$ cat config.mk
export PLATFORM = sky130hd
export DESIGN_NAME = mux_bus_addr_decoder
export DESIGN_NICKNAME = d
export VERILOG_FILES = /design/src/rtl/adl_pkg.sv /design/src/rtl/adl_capture.sv /design/src/rtl/adl_window_match.sv /design/src/rtl/adl_select_arbiter.sv /design/src/rtl/mux_bus_addr_decoder.sv
export SDC_FILE = /design/constraint.sdc
export NUM_CORES = 1
export LEC_CHECK = 0
export BUFFER_PORTS_ARGS = -buffer_cell sky130_fd_sc_hd__buf_2
export CORE_MARGIN = 1.5
export CORE_UTILIZATION = 40
export CTS_BUF_LIST = sky130_fd_sc_hd__clkbuf_4
export DETAILED_ROUTE_END_ITERATION = 10
export GPL_ROUTABILITY_DRIVEN = 0
export GPL_TIMING_DRIVEN = 0
export HOLD_SLACK_MARGIN = 0.15
export PLACE_DENSITY = 0.72
export SYNTH_ARGS = -nofsm -noshare
export SYNTH_HDL_FRONTEND = slang
export SYNTH_SLANG_ARGS = --single-unit
export TNS_END_PERCENT = 100
$ cat constraint.sdc
create_clock -name clk -period 1.6 [get_ports clk]
set_clock_uncertainty 0.05 [all_clocks]
set_input_delay 0.08 -clock clk [delete_from_list [all_inputs] [get_ports clk]]
set_output_delay 0.08 -clock clk [all_outputs]
set_load 0.005 [all_outputs]
$ cat src/rtl/adl_pkg.sv
package adl_pkg;

  localparam int ADDR_W = 16;

  // Internal select vector, active high; the top inverts it at the pins.
  typedef struct packed {
    logic ram;
    logic port;
    logic rom;
  } sel_t;

  typedef enum logic [1:0] {
    STB_IDLE  = 2'd0,
    STB_READ  = 2'd1,
    STB_WRITE = 2'd2,
    STB_CLASH = 2'd3
  } strobe_e;

  function automatic strobe_e classify_strobes(input logic rd_n, input logic wr_n);
    strobe_e s;
    case ({rd_n, wr_n})
      2'b11:   s = STB_IDLE;
      2'b01:   s = STB_READ;
      2'b10:   s = STB_WRITE;
      default: s = STB_CLASH;
    endcase
    return s;
  endfunction

endpackage

$ cat src/rtl/adl_capture.sv
module adl_capture #(
  parameter int W = 16
) (
  input  logic         clk,
  input  logic         rst,
  input  logic         ale_i,
  input  logic [W-1:0] ad_i,
  output logic [W-1:0] addr_o
);

  logic [W-1:0] addr_q;

  always_ff @(posedge clk) begin
    if (rst) begin
      addr_q <= '0;
    end else if (ale_i) begin
      addr_q <= ad_i;
    end
  end

  assign addr_o = addr_q;


  ale_follow_chk: assert property (@(posedge clk) disable iff (rst)
    ale_i |=> (addr_q == $past(ad_i)));


  latch_hold_chk: assert property (@(posedge clk) disable iff (rst)
    !ale_i |=> $stable(addr_q));

endmodule

$ cat src/rtl/adl_window_match.sv
module adl_window_match #(
  parameter int           W     = 16,
  parameter logic [W-1:0] MASK  = '1,
  parameter logic [W-1:0] MATCH = '0
) (
  input  logic [W-1:0] addr_i,
  output logic         hit_o
);

  // Bits outside MASK are don't-care, so the window aliases across them.
  localparam logic [W-1:0] MATCH_M = MATCH & MASK;

  assign hit_o = ((addr_i & MASK) == MATCH_M);

endmodule

$ cat src/rtl/adl_select_arbiter.sv
module adl_select_arbiter
  import adl_pkg::*;
(
  input  logic clk,
  input  logic rst,
  input  logic ram_hit_i,
  input  logic port_hit_i,
  input  logic rd_n_i,
  input  logic wr_n_i,
  output sel_t sel_o
);

  strobe_e stb;
  sel_t    sel_d;
  sel_t    sel_q;

  assign stb = classify_strobes(rd_n_i, wr_n_i);

  // Priority: RAM window, then port window, then ROM as default.
  always_comb begin
    sel_d      = '0;
    sel_d.ram  = ram_hit_i;
    sel_d.port = !ram_hit_i && port_hit_i && (stb == STB_WRITE);
    sel_d.rom  = !ram_hit_i && !port_hit_i;
  end

  always_ff @(posedge clk) begin
    if (rst) begin
      sel_q <= '0;
    end else begin
      sel_q <= sel_d;
    end
  end

  assign sel_o = sel_q;


  one_select_chk: assert property (@(posedge clk) disable iff (rst)
    $onehot0(sel_q));


  port_strobe_chk: assert property (@(posedge clk) disable iff (rst)
    sel_q.port |-> ($past(!wr_n_i) && $past(rd_n_i)));


  rom_excl_chk: assert property (@(posedge clk) disable iff (rst)
    sel_q.rom |-> ($past(!ram_hit_i) && $past(!port_hit_i)));


  ram_follow_chk: assert property (@(posedge clk) disable iff (rst)
    (!$past(rst) && $past(ram_hit_i)) |-> sel_q.ram);

endmodule

$ cat src/rtl/mux_bus_addr_decoder.sv
module mux_bus_addr_decoder
  import adl_pkg::*;
#(
  parameter int           W          = ADDR_W,
  parameter logic [W-1:0] RAM_MASK   = 16'hE000,
  parameter logic [W-1:0] RAM_MATCH  = 16'hE000,
  parameter logic [W-1:0] PORT_MASK  = 16'hFE00,
  parameter logic [W-1:0] PORT_MATCH = 16'hDE00
) (
  input  logic         clk,
  input  logic         rst,
  input  logic [W-1:0] ad_i,
  input  logic         ale_i,
  input  logic         rd_n_i,
  input  logic         wr_n_i,
  output logic [W-1:0] addr_o,
  output logic         ram_sel_n_o,
  output logic         rom_sel_n_o,
  output logic         port_sel_n_o
);

  logic [W-1:0] addr_held;
  logic         ram_hit;
  logic         port_hit;
  sel_t         sel;

  adl_capture #(.W(W)) capture_i (
    .clk    (clk),
    .rst    (rst),
    .ale_i  (ale_i),
    .ad_i   (ad_i),
    .addr_o (addr_held)
  );

  adl_window_match #(.W(W), .MASK(RAM_MASK), .MATCH(RAM_MATCH)) ram_win_i (
    .addr_i (addr_held),
    .hit_o  (ram_hit)
  );

  adl_window_match #(.W(W), .MASK(PORT_MASK), .MATCH(PORT_MATCH)) port_win_i (
    .addr_i (addr_held),
    .hit_o  (port_hit)
  );

  adl_select_arbiter arbiter_i (
    .clk        (clk),
    .rst        (rst),
    .ram_hit_i  (ram_hit),
    .port_hit_i (port_hit),
    .rd_n_i     (rd_n_i),
    .wr_n_i     (wr_n_i),
    .sel_o      (sel)
  );

  assign addr_o       = addr_held;
  assign ram_sel_n_o  = !sel.ram;
  assign rom_sel_n_o  = !sel.rom;
  assign port_sel_n_o = !sel.port;

endmodule

==> flow_summary.yaml <==
timing:
  period_needed_ps: 1327
  setup_viol: 0
  fmax_mhz: 753.4
  finalSetupTns_ps: 0
  final_hold_viol_count: 0
  period_share_pct: 82.96
  rsz0062_at_grt: "no"
  slew-limit-headroom_pct: 76.98
  finalMaxSlewViolations: 0
  worst-slew-pin-transition_ps: 345.3
  fin_ws_ps: 272.7
die:
  die_h_um: 44.97
  std_cell_rows: 14
  start_util_pct: 44.68
  die-area_sq_mm: 0.002022
  coreArea_sq_mm: 0.001577
  pin_count: 40
  die_x_um: 44.97
power_and_ir_drop:
  powerDensity_mw_per_mm2: 776.2
  intPower_mw: 0.6981
  comb_power_share_pct: 18.1
  switching_power_mw: 0.2158
  p_seq_share_pct: 56.2
  p_sw_share_pct: 23.62
  leakagePower_nw: 0.5909
  clockPowerShare_pct: 25.7
  max-vdd-ir-drop_mv: 0.6138
global_routing:
  grt_pass1_wl_mm: 2.691
  antenna_found_initial: 0
  grt_usage_pct: 18.39
  grt_pass1_vias: 630
  grt_max_degree: 12
  grt_overflow: 0
final_layout:
  n_fill_cell: 128
  num_antenna_cells: 0
  drive_gt1_share_pct: 34.62
  layout_commonest_cell: "buf_2"
  syn2layout_area_growth_pct: 67.14
  layout_common_cells: "buf_2 (37), dlygate4sd3_1 (24), dfxtp_1 (19)"
  multi_input_area_sq_um: 274.0
  seqCellArea_sq_um: 380.4
  final_nets: 152
clocking:
  cts_buffers: 3
  root_buffer: "clkbuf_4"
  cts_tree: "done"
  clk_pin_slew_worst_paths_ps: 110
  max-clock-path-buffers: 2
  cts_setup_buffers: 0
  htree_levels: 1
  cts_sinks: 19
  clock_latency_ps: 290
detailed_routing:
  drt-vias-per-instance: 4.459
  vias: 651
  drtAntennaViolNets: 0
  routed_wl_mm: 1.655
  wire_per_inst_um: 11.34
  drtIter0Drc: 3
  drc_errors: 0
  drt_first_pass_iters: 3
synthesis:
  ys_ff_latch: 19
  yosysWarnings: 0
  seq_area_frac_synth_pct: 54.00
  syn-cell-area_sq_um: 704.4
  syn_area_per_cell_sq_um: 10.84
  synth_fp_nets: 86
  post_synth_inst_count: 65
  synth_cell_types: 14
worst_setup_path:
  end_kind: "flop"
  rr_endpoint: "capture_i.addr_o[2]$_SDFFE_PP0P_"
  cp.arrival_ps: 1480
  r2r-start: "capture_i.addr_o[2]$_SDFFE_PP0P_"
  start_kind: "input port"
  crit_type: "in -> reg"
  cp.required_ps: 1750
  crit_fanout: 1
  r2r_slack_ps: 400
  worst-r2r-cell-count: 3
worst_hold_path:
  min_from: "ale_i"
  hold_path_end: "capture_i.addr_o[8]$_SDFFE_PP0P_"
  min_path_type: "in -> reg"
  min_path_cells: 4
run_status:
  status: "finished, final reports clean"
placed_design:
  place_ws_ps: 682.3
  port_buffers: 37
  dp_hpwl_mm: 1.042
run:
  max_cap_viol_count: 0
layout make-up:
cell class / count / area share [%]
sequential: 19 / 32.31
inverter: 3 / 0.9564
multi-input combinational: 39 / 23.27
tap: 16 / 1.700
timing repair buffer: 61 / 36.13
clock buffer: 3 / 1.913
clock inverter: 1 / 0.4251
buffer: 4 / 3.294
worst max path at each step:
stage	from	end
after global routing	ad_i[2]	capture_i.addr_o[2]$_SDFFE_PP0P_
after CTS	ad_i[4]	capture_i.addr_o[4]$_SDFFE_PP0P_
final	ad_i[0]	capture_i.addr_o[0]$_SDFFE_PP0P_
after detailed placement	capture_i.addr_o[12]$_SDFFE_PP0P_	arbiter_i.sel_o[0]$_SDFF_PP0_
after floorplan	capture_i.addr_o[14]$_SDFFE_PP0P_	arbiter_i.sel_o[0]$_SDFF_PP0_
after global placement	capture_i.addr_o[14]$_SDFFE_PP0P_	arbiter_i.sel_o[0]$_SDFF_PP0_
per-stage QoR:
stage / cells / instance area (sq um) / power, mW / utilization, % / hold slack (ps)
2_1_floorplan: 65 / 704.4 / 0.5842 / - / 177.2
3_3_place_gp: 118 / 909.6 / 0.6348 / 57.70 / 247.0
3_5_place_dp: 118 / 909.6 / 0.6387 / 57.70 / 247.3
4_1_cts: 146 / 1177 / 0.9168 / 74.68 / 268.4
5_1_grt: 146 / 1177 / 0.9526 / 74.68 / 289.1
6_report: 146 / 1177 / 0.9139 / 74.68 / 261.4
synthesized netlist by cell type:
cell           number  area [sq um]
dfxtp_1            19         380.4
mux2i_1            16         160.2
nor2_1             16         60.06
inv_1               3         11.26
buf_6               2         22.52
a31oi_1             1         6.260
buf_4               1         7.510
dlygate4sd1_1       1         8.760
nand2_1             1         3.750
nand4_1             1         6.260
nor3b_1             1         7.510
nor4_2              1         12.51
o31a_1              1         8.760
or3b_1              1         8.760
cells by family (layout without fill, tap and decap cells):
logic type	count (synthesis)	after routing	share of synthesized area [%]
buffers and inverters	7	72	7.105
and+or+nand+nor	21	21	14.03
muxes	16	16	22.73
DFF	19	19	54.00
AOI/OAI and AO/OA	2	2	2.132
sequential cells by signal, indices dropped and copies added, names as in the netlist:
signal            cells
capture_i.addr_o     16
arbiter_i.sel_o       3
worst max-delay path: stages:
cell	delay, ps
dlygate4sd3_1	550
buf_2	120
mux2i_1	120
dlygate4sd3_1	560
nor2_1	40
timing repair:
| action | CTS | global route |
|---|---|---|
| endpoints found under the setup margin | 0 | 0 |
| hold endpoints to repair | 19 | 0 |
| gates resized for setup | 0 | 0 |
| hold buffers | 24 | 0 |
power by group through the flow:
stage / Clock (mW) / Sequential (mW) / Combinational [mW]
after floorplan: 0 / 0.526 / 0.0582
after global placement: 0 / 0.523 / 0.111
after detailed placement: 0 / 0.525 / 0.114
after CTS: 0.239 / 0.514 / 0.164
after global routing: 0.253 / 0.518 / 0.181
final: 0.235 / 0.514 / 0.165
metal layers:
| metal | share of wire [%] | GRT usage (%) | up-vias | wire length [um] |
|---|---|---|---|---|
| li1 | - | - | 348 | - |
| met1 | 45 | 23.68 | 286 | 738 |
| met2 | 52 | 32.00 | 17 | 863 |
| met3 | 3.2 | 2.400 | 0 | 53 |
| met4 | 0 | 5.294 | 0 | 0 |
| met5 | 0 | 0 | - | 0 |
No activity file was read; power rests on OpenSTA's default activity.
